==> src/rtl/akg_pkg.sv <==
package akg_pkg;

  localparam int unsigned MAX_KEY_W = 512;

  typedef enum logic {LOCK_TO_ZERO, LOCK_TO_ONE} lock_kind_e;
  typedef enum logic {MASK_XOR, MASK_XNOR} mask_kind_e;

  // even locking sites use AND gates, odd sites use OR gates
  function automatic lock_kind_e lock_kind(input int unsigned site);
    return (site % 2 == 0) ? LOCK_TO_ZERO : LOCK_TO_ONE;
  endfunction

  // even operand bits use XOR gates, odd bits use XNOR gates
  function automatic mask_kind_e mask_kind(input int unsigned site);
    return (site % 2 == 0) ? MASK_XOR : MASK_XNOR;
  endfunction

  // default unlock constant: gate bits at their pass values, filler elsewhere
  function automatic logic [MAX_KEY_W-1:0] default_unlock(input int unsigned dw);
    logic [MAX_KEY_W-1:0] w;
    w = '0;
    for (int unsigned p = 0; p < MAX_KEY_W; p++) begin
      if (p < dw)
        w[p] = (mask_kind(p) == MASK_XNOR);
      else if (p < 2 * dw + 3)
        w[p] = (lock_kind(p - dw) == LOCK_TO_ZERO);
      else
        w[p] = (p % 2 == 1);
    end
    return w;
  endfunction

endpackage

==> src/rtl/akg_keyreg.sv <==
module akg_keyreg #(
  parameter int unsigned KEY_W = 128
) (
  input  logic             clk,
  input  logic             rst_n,
  input  logic             load_i,
  input  logic             bit_i,
  output logic [KEY_W-1:0] word_o
);

  logic [KEY_W-1:0] word_q;
  logic [KEY_W-1:0] word_d;

  always_comb begin
    word_d = word_q;
    if (load_i) begin
      word_d = {word_q[KEY_W-2:0], bit_i};
    end
  end

  always_ff @(posedge clk or negedge rst_n) begin
    if (!rst_n) begin
      word_q <= '0;
    end else if (load_i) begin
      word_q <= word_d;
    end
  end

  assign word_o = word_q;

endmodule

==> src/rtl/akg_mask.sv <==
module akg_mask #(
  parameter int unsigned DATA_W = 8
) (
  input  logic [DATA_W-1:0] data_i,
  input  logic [DATA_W-1:0] key_i,
  output logic [DATA_W-1:0] data_o
);

  for (genvar i = 0; i < DATA_W; i++) begin : g_site
    if (akg_pkg::mask_kind(i) == akg_pkg::MASK_XOR) begin : g_xor
      assign data_o[i] = data_i[i] ^ key_i[i];
    end else begin : g_xnor
      assign data_o[i] = ~(data_i[i] ^ key_i[i]);
    end
  end

endmodule

==> src/rtl/akg_core.sv <==
module akg_core #(
  parameter int unsigned DATA_W = 8
) (
  input  logic [DATA_W-1:0] a_i,
  input  logic [DATA_W-1:0] b_i,
  output logic [DATA_W-1:0] sum_o,
  output logic              carry_o,
  output logic              gt_o,
  output logic              eq_o
);

  logic [DATA_W:0] total;

  always_comb begin
    total   = {1'b0, a_i} + {1'b0, b_i};
    sum_o   = total[DATA_W-1:0];
    carry_o = total[DATA_W];
    gt_o    = (a_i > b_i);
    eq_o    = (a_i == b_i);
  end

endmodule

==> src/rtl/akg_lock.sv <==
module akg_lock #(
  parameter int unsigned SITES = 11
) (
  input  logic [SITES-1:0] net_i,
  input  logic [SITES-1:0] key_i,
  output logic [SITES-1:0] net_o
);

  for (genvar j = 0; j < SITES; j++) begin : g_site
    if (akg_pkg::lock_kind(j) == akg_pkg::LOCK_TO_ZERO) begin : g_and
      assign net_o[j] = net_i[j] & key_i[j];
    end else begin : g_or
      assign net_o[j] = net_i[j] | key_i[j];
    end
  end

endmodule

==> src/rtl/akg_locked_alu.sv <==
module akg_locked_alu #(
  parameter int unsigned DATA_W = 8,
  parameter int unsigned KEY_W  = 128,
  parameter logic [KEY_W-1:0] UNLOCK_WORD = KEY_W'(akg_pkg::default_unlock(DATA_W))
) (
  input  logic              clk,
  input  logic              rst_n,
  input  logic [DATA_W-1:0] a_i,
  input  logic [DATA_W-1:0] b_i,
  input  logic              key_load_i,
  input  logic              key_bit_i,
  output logic [DATA_W-1:0] sum_o,
  output logic              carry_o,
  output logic              gt_o,
  output logic              eq_o,
  output logic              unlocked_o
);

  localparam int unsigned LOCK_N = DATA_W + 3;
  localparam int unsigned GATE_W = DATA_W + LOCK_N;

  // reset: asserted asynchronously, released after two clock edges
  logic [1:0] rst_pipe_q;
  logic       rst_core_n;

  always_ff @(posedge clk or negedge rst_n) begin
    if (!rst_n) begin
      rst_pipe_q <= 2'b00;
    end else begin
      rst_pipe_q <= {rst_pipe_q[0], 1'b1};
    end
  end

  assign rst_core_n = rst_pipe_q[1];

  logic [KEY_W-1:0]  key_word;
  logic [DATA_W-1:0] b_masked;
  logic [LOCK_N-1:0] raw_nets;
  logic [LOCK_N-1:0] gated_nets;
  logic [DATA_W-1:0] core_sum;
  logic              core_carry;
  logic              core_gt;
  logic              core_eq;

  akg_keyreg #(.KEY_W(KEY_W)) u_keyreg (
    .clk    (clk),
    .rst_n  (rst_core_n),
    .load_i (key_load_i),
    .bit_i  (key_bit_i),
    .word_o (key_word)
  );

  akg_mask #(.DATA_W(DATA_W)) u_mask (
    .data_i (b_i),
    .key_i  (key_word[DATA_W-1:0]),
    .data_o (b_masked)
  );

  akg_core #(.DATA_W(DATA_W)) u_core (
    .a_i     (a_i),
    .b_i     (b_masked),
    .sum_o   (core_sum),
    .carry_o (core_carry),
    .gt_o    (core_gt),
    .eq_o    (core_eq)
  );

  assign raw_nets = {core_eq, core_gt, core_carry, core_sum};

  akg_lock #(.SITES(LOCK_N)) u_lock (
    .net_i (raw_nets),
    .key_i (key_word[GATE_W-1:DATA_W]),
    .net_o (gated_nets)
  );

  assign sum_o      = gated_nets[DATA_W-1:0];
  assign carry_o    = gated_nets[DATA_W];
  assign gt_o       = gated_nets[DATA_W+1];
  assign eq_o       = gated_nets[DATA_W+2];
  assign unlocked_o = (key_word == UNLOCK_WORD);

endmodule

==> config.mk <==
export PLATFORM = sky130hd
export DESIGN_NAME = akg_locked_alu
export DESIGN_NICKNAME = d
export VERILOG_FILES = /design/src/rtl/akg_pkg.sv /design/src/rtl/akg_keyreg.sv /design/src/rtl/akg_mask.sv /design/src/rtl/akg_core.sv /design/src/rtl/akg_lock.sv /design/src/rtl/akg_locked_alu.sv
export SDC_FILE = /design/constraint.sdc
export NUM_CORES = 1
export LEC_CHECK = 0
export ABC_AREA = 0
export BUFFER_PORTS_ARGS = -buffer_cell sky130_fd_sc_hd__buf_2
export CELL_PAD_IN_SITES_DETAIL_PLACEMENT = 0
export CELL_PAD_IN_SITES_GLOBAL_PLACEMENT = 1
export CORE_MARGIN = 1.5
export CORE_UTILIZATION = 51
export CTS_CLUSTER_SIZE = 24
export DETAILED_ROUTE_END_ITERATION = 7
export PLACE_DENSITY = 0.82
export SKIP_CTS_REPAIR_TIMING = 1
export SYNTH_ARGS = -nofsm -noshare
export SYNTH_HDL_FRONTEND = slang
export SYNTH_SLANG_ARGS = --single-unit
export TNS_END_PERCENT = 50
==> constraint.sdc <==
create_clock -name clk -period 5.5 [get_ports clk]
set_input_delay 1.375 -clock clk [delete_from_list [all_inputs] [get_ports clk]]
set_output_delay 1.375 -clock clk [all_outputs]
set_load 0.02 [all_outputs]
Word-level counts from Yosys, hierarchy flattened

Index checks and enable logic that the tools add are counted.

Bits in registers: 130
Input bits: 20
Output and inout port bits: 12
Logic and storage cells: 29

$add $sub $neg: 1
Magnitude comparators: 1
Equality and inequality tests: 2
Bitwise gates (word level): 23

Operators by type and width:

| operator                                | number |
|---|---|
| == test 128 bit (second input constant) | 1 |
| adder 8 x 8 -> 9 bit                    | 1 |
| == test 8 bit                           | 1 |
| > comparator 8 bit                      | 1 |
| XOR 1 bit                               | 8 |
| AND 1 bit                               | 6 |
| bitwise OR 1 bit                        | 5 |
| inverter 1 bit                          | 4 |

Logic depth before layout (Yosys ltp)

Depth after elaboration: 4
Mapped depth: 8
Depth with buffers taken out: 8

Modules after synthesis

Synthesis repeated with hierarchy kept, for this count alone.

Cell total of the unflattened synthesis: 413
Area, all modules: 5987.0 um^2

Modules (own cells, without submodules):

| module         | instances | cells an instance | area an instance (um^2) | sequential area each (um^2) |
|---|---|---|---|---|
| akg_keyreg     | 1         | 270               | 4822.1                  | 3203.1 |
| akg_core       | 1         | 78                | 564.3                   | 0.0 |
| akg_locked_alu | 1         | 46                | 461.7                   | 50.0 |
| akg_mask       | 1         | 8                 | 70.1                    | 0.0 |
| akg_lock       | 1         | 11                | 68.8                    | 0.0 |

Least setup slack after synthesis

Ideal clock, no wire load.

Path type: input -> output
Start point: input port b_i[0]
End point: output port sum_o[6]
Data arrival time: 3.006 ns
Data required time: 4.125 ns
Path slack: 1.119 ns
Stages on the path: 8
Buffers on the path: 0
Path through: xor2_1 > ha_1 > fa_1 > a21oi_1 > nand2b_1 > a31oi_1 > or3_1 > and3_1

Word-level cells in the longest chain between the ends: 3

RTL lines:

| what                 | RTL line             | source |
|---|---|---|
| start: declaration   | akg_locked_alu.sv:9  | `input logic [DATA_W-1:0] b_i,` |
| XOR 1 bit            | akg_mask.sv:11       | `assign data_o[i] = data_i[i] ^ key_i[i];` |
| adder 8 x 8 -> 9 bit | akg_core.sv:15       | `total = {1'b0, a_i} + {1'b0, b_i};` |
| AND 1 bit            | akg_lock.sv:11       | `assign net_o[j] = net_i[j] & key_i[j];` |
| end: declaration     | akg_locked_alu.sv:12 | `output logic [DATA_W-1:0] sum_o,` |

Every way passes these cells.

Final worst setup path

Ends and elaborated chain as after synthesis.

==> flow_summary.toml <==
[place]
gp_congestion = 0.775
pre_cts_slack_ns = 0.794
dp_hpwl_mm = 6.25
dpl_cell_area_um2 = 6090
portBuffers = 31

[floorplanning]
io_pins = 32
die_area_um2 = 12000
row_count = 38
die_h_um = 110
die_x_um = 110
start_util = 0.528
core_area_um2 = 11000

[logic_synthesis]
synthArstFlopShare = 1.00
synth_cells = 399
synthFlopType = "dfrtp_1"
ys_types = 39
yosys_warnings = 0
yosysSeqAreaShare = 0.560
ys_ff_latch = 130
syn-cell-area_um2 = 5800
synth_fp_nets = 436
avgSynthCellArea_um2 = 14.5
synth_edf_count = 0

[clock_network]
clock-sinks = 130
clk_latency_ns = 0.40
clockRootBuffer = "clkbuf_16"
cts_buffer_depth = 2
htree_levels = 4
cts_made_buffers = 17
clkTransAtPathRegs_ns = 0.05
cts_tree = "yes"

[sta]
slew_headroom = 0.451
min_period_ns = 4.70
tightest_slew_ns = 0.824
slew_viol_final = 0
finalSetupViolations = 0
rsz0062_at_grt = "false"
final-hold-violation-count = 0
finalCritPeriodShare = 0.855
fin_ws_ns = 0.795
fin_skew_ns = 0.00457
tns_ns = 0
clock.fmax_ghz = 0.213
holdWs_ns = 0.355

[setup_path]
crit_fanout = 2
max_stage_delay_ns = 0.40
crit_family = "simple AND/OR/NAND/NOR gates"
reg2regPathDepth = 1
slowest_stage = "fa_1"
crit_path_end = "sum_o[6]"
critPathKind = "primary input to primary output"
regToRegEndpoint = "u_keyreg.word_o[31]"
arrival_ns = 3.33
cp_num_cells = 10
cp-end-kind = "primary output"
start_kind = "primary input"
crit_start = "b_i[0]"
r2r_slack_ns = 3.78
required_ns = 4.12
cp_num_buf_inv = 2
crit_top_cell = "buf_2"
crit_path_cell_trace = "buf_2, xor2_1, ha_1, fa_1, a21oi_1, nand2b_1, a31oi_1, or3_1, and3_1, buf_2"
rr_startpoint = "rst_pipe_q[1]"

[cells_and_area]
layout.nets = 475
diodes = 0
drive_gt1_frac = 0.430
area_growth_pct = 13.9
num-fill-cells = 849
final_area_um2 = 6610

[routing]
drtAntennaViolNets = 0
finalWirelength_mm = 9.58
drc_errors = 0
vias = 3277
dr.first_iter.drc_count = 158
wl_per_cell_um = 16.2
vias_per_cell = 5.54
dr.pass1.iters = 4

[power_and_ir_drop]
max-vdd-ir-drop_mv = 0.193
p_leak_nw = 3.30
power_density_nw_per_um2 = 388

[global_routing]
antenna_found_initial = 0
grt_remaining_overflow = 0
grt_pass1_vias = 3465
grt_max_degree = 66
grtUsageTotal = 0.182
grt_pass1_wl_mm = 16.4

[status]
status = "completed"

[worst_hold_path]
hp-class = "flip-flop to flip-flop"

[job]
cap_violations = 0
[power by group]
group	leakage, nW	switching, mW	total, mW	internal, mW
clock network	0.262	0.369	0.975	0.606
logic	1.27	0.228	0.445	0.217
registers	1.76	0.0952	1.15	1.05
[synthesized netlist by cell type (2+ instances only)]
cell      count  area (µm²)
o21ai_0       4        20.0
and4bb_2      2        25.0
nand2b_1      3        18.8
inv_1        12        45.0
and4bb_1      9         113
dfrtp_1     130        3250
ha_1         16         200
a21oi_1       4        20.0
nand2_1       4        15.0
and4_1        2        17.5
nor2b_1       3        18.8
nor4b_1       3        26.3
o21bai_1      4        30.0
mux2_2      128        1440
buf_2        13        65.1
nand4_1       8        50.1
and4b_1       3        30.0
nor4bb_1     13         130
and2_1        2        12.5
nor3_1        2        10.0
nor2_1        6        22.5
or3_1         2        12.5
xor2_1       10        87.6
[how the worst min path moves through the flow]
stage	endpoint	slack, ns	cells after the start	start
CTS	rst_pipe_q[1]	0.36	0	rst_pipe_q[0]
finish	rst_pipe_q[1]	0.35	0	rst_pipe_q[0]
floorplan	rst_pipe_q[1]	0.33	0	rst_pipe_q[0]
global placement	rst_pipe_q[1]	0.34	0	rst_pipe_q[0]
detailed placement	rst_pipe_q[1]	0.34	0	rst_pipe_q[0]
global route	rst_pipe_q[1]	0.37	0	rst_pipe_q[0]
[per-layer routing]
metal	global-route usage	routed length, µm	vias to the layer above
li1	-	-	1538
met1	0.226	4420	1672
met2	0.294	4630	48
met3	0.0522	283	19
met4	0.0863	248	0
met5	0	0	-
[registers in the layout, summed over array words and instances (netlist names)]
signal and cells:
u_keyreg.word_o 128, rst_pipe_q 2
[cell type report]
type	instances	area (µm²)	area share
well taps	140	175	0.0265
flip-flops and latches	130	3260	0.492
clock buffers	26	489	0.0740
repair buffers	34	180	0.0272
inverters	12	45.0	0.00681
multi-input cells	243	2440	0.369
clock inverters	6	30.0	0.00454
[per-stage QoR]
stage | utilization | power [mW] | cells
final | 0.602 | 2.57 | 591
after CTS | 0.602 | 2.60 | 591
after floorplan | - | 1.47 | 399
after global placement | 0.555 | 1.59 | 559
after detailed placement | 0.555 | 1.61 | 559
after global routing | 0.602 | 2.70 | 591
[cells by family (layout without fill, tap and decap cells)]
family	count (synthesis)	count (layout)	share of synthesized area
AO/OA/AOI/OAI	18	18	0.0205
XOR/XNOR	10	10	0.0151
adder cells (fa/ha/maj)	17	17	0.0379
buffers and inverters	26	78	0.0196
flip-flops	130	130	0.560
multiplexers	129	129	0.250
other	1	1	0.000646
AND/OR/NAND/NOR	68	68	0.0957
[layout by cell type (no fill, tap or decap), drive strengths merged, types with 2 or more instances in the layout]
cell type,Yosys,routed
and4,2,2
buf,13,34
and2,2,2
nor2,6,6
nand4,9,9
o21ai,4,4
xor2,10,10
nor4bb,13,13
and4b,3,3
o21bai,4,4
dfrtp,130,130
or3,2,2
clkbuf,1,26
mux2,128,128
inv,12,12
nand2b,3,3
clkinv,0,6
nor3,2,2
ha,16,16
nor2b,3,3
nor4b,3,3
nand2,4,4
a21oi,4,4
and4bb,11,11
No activity file was read; power rests on OpenSTA's default activity.
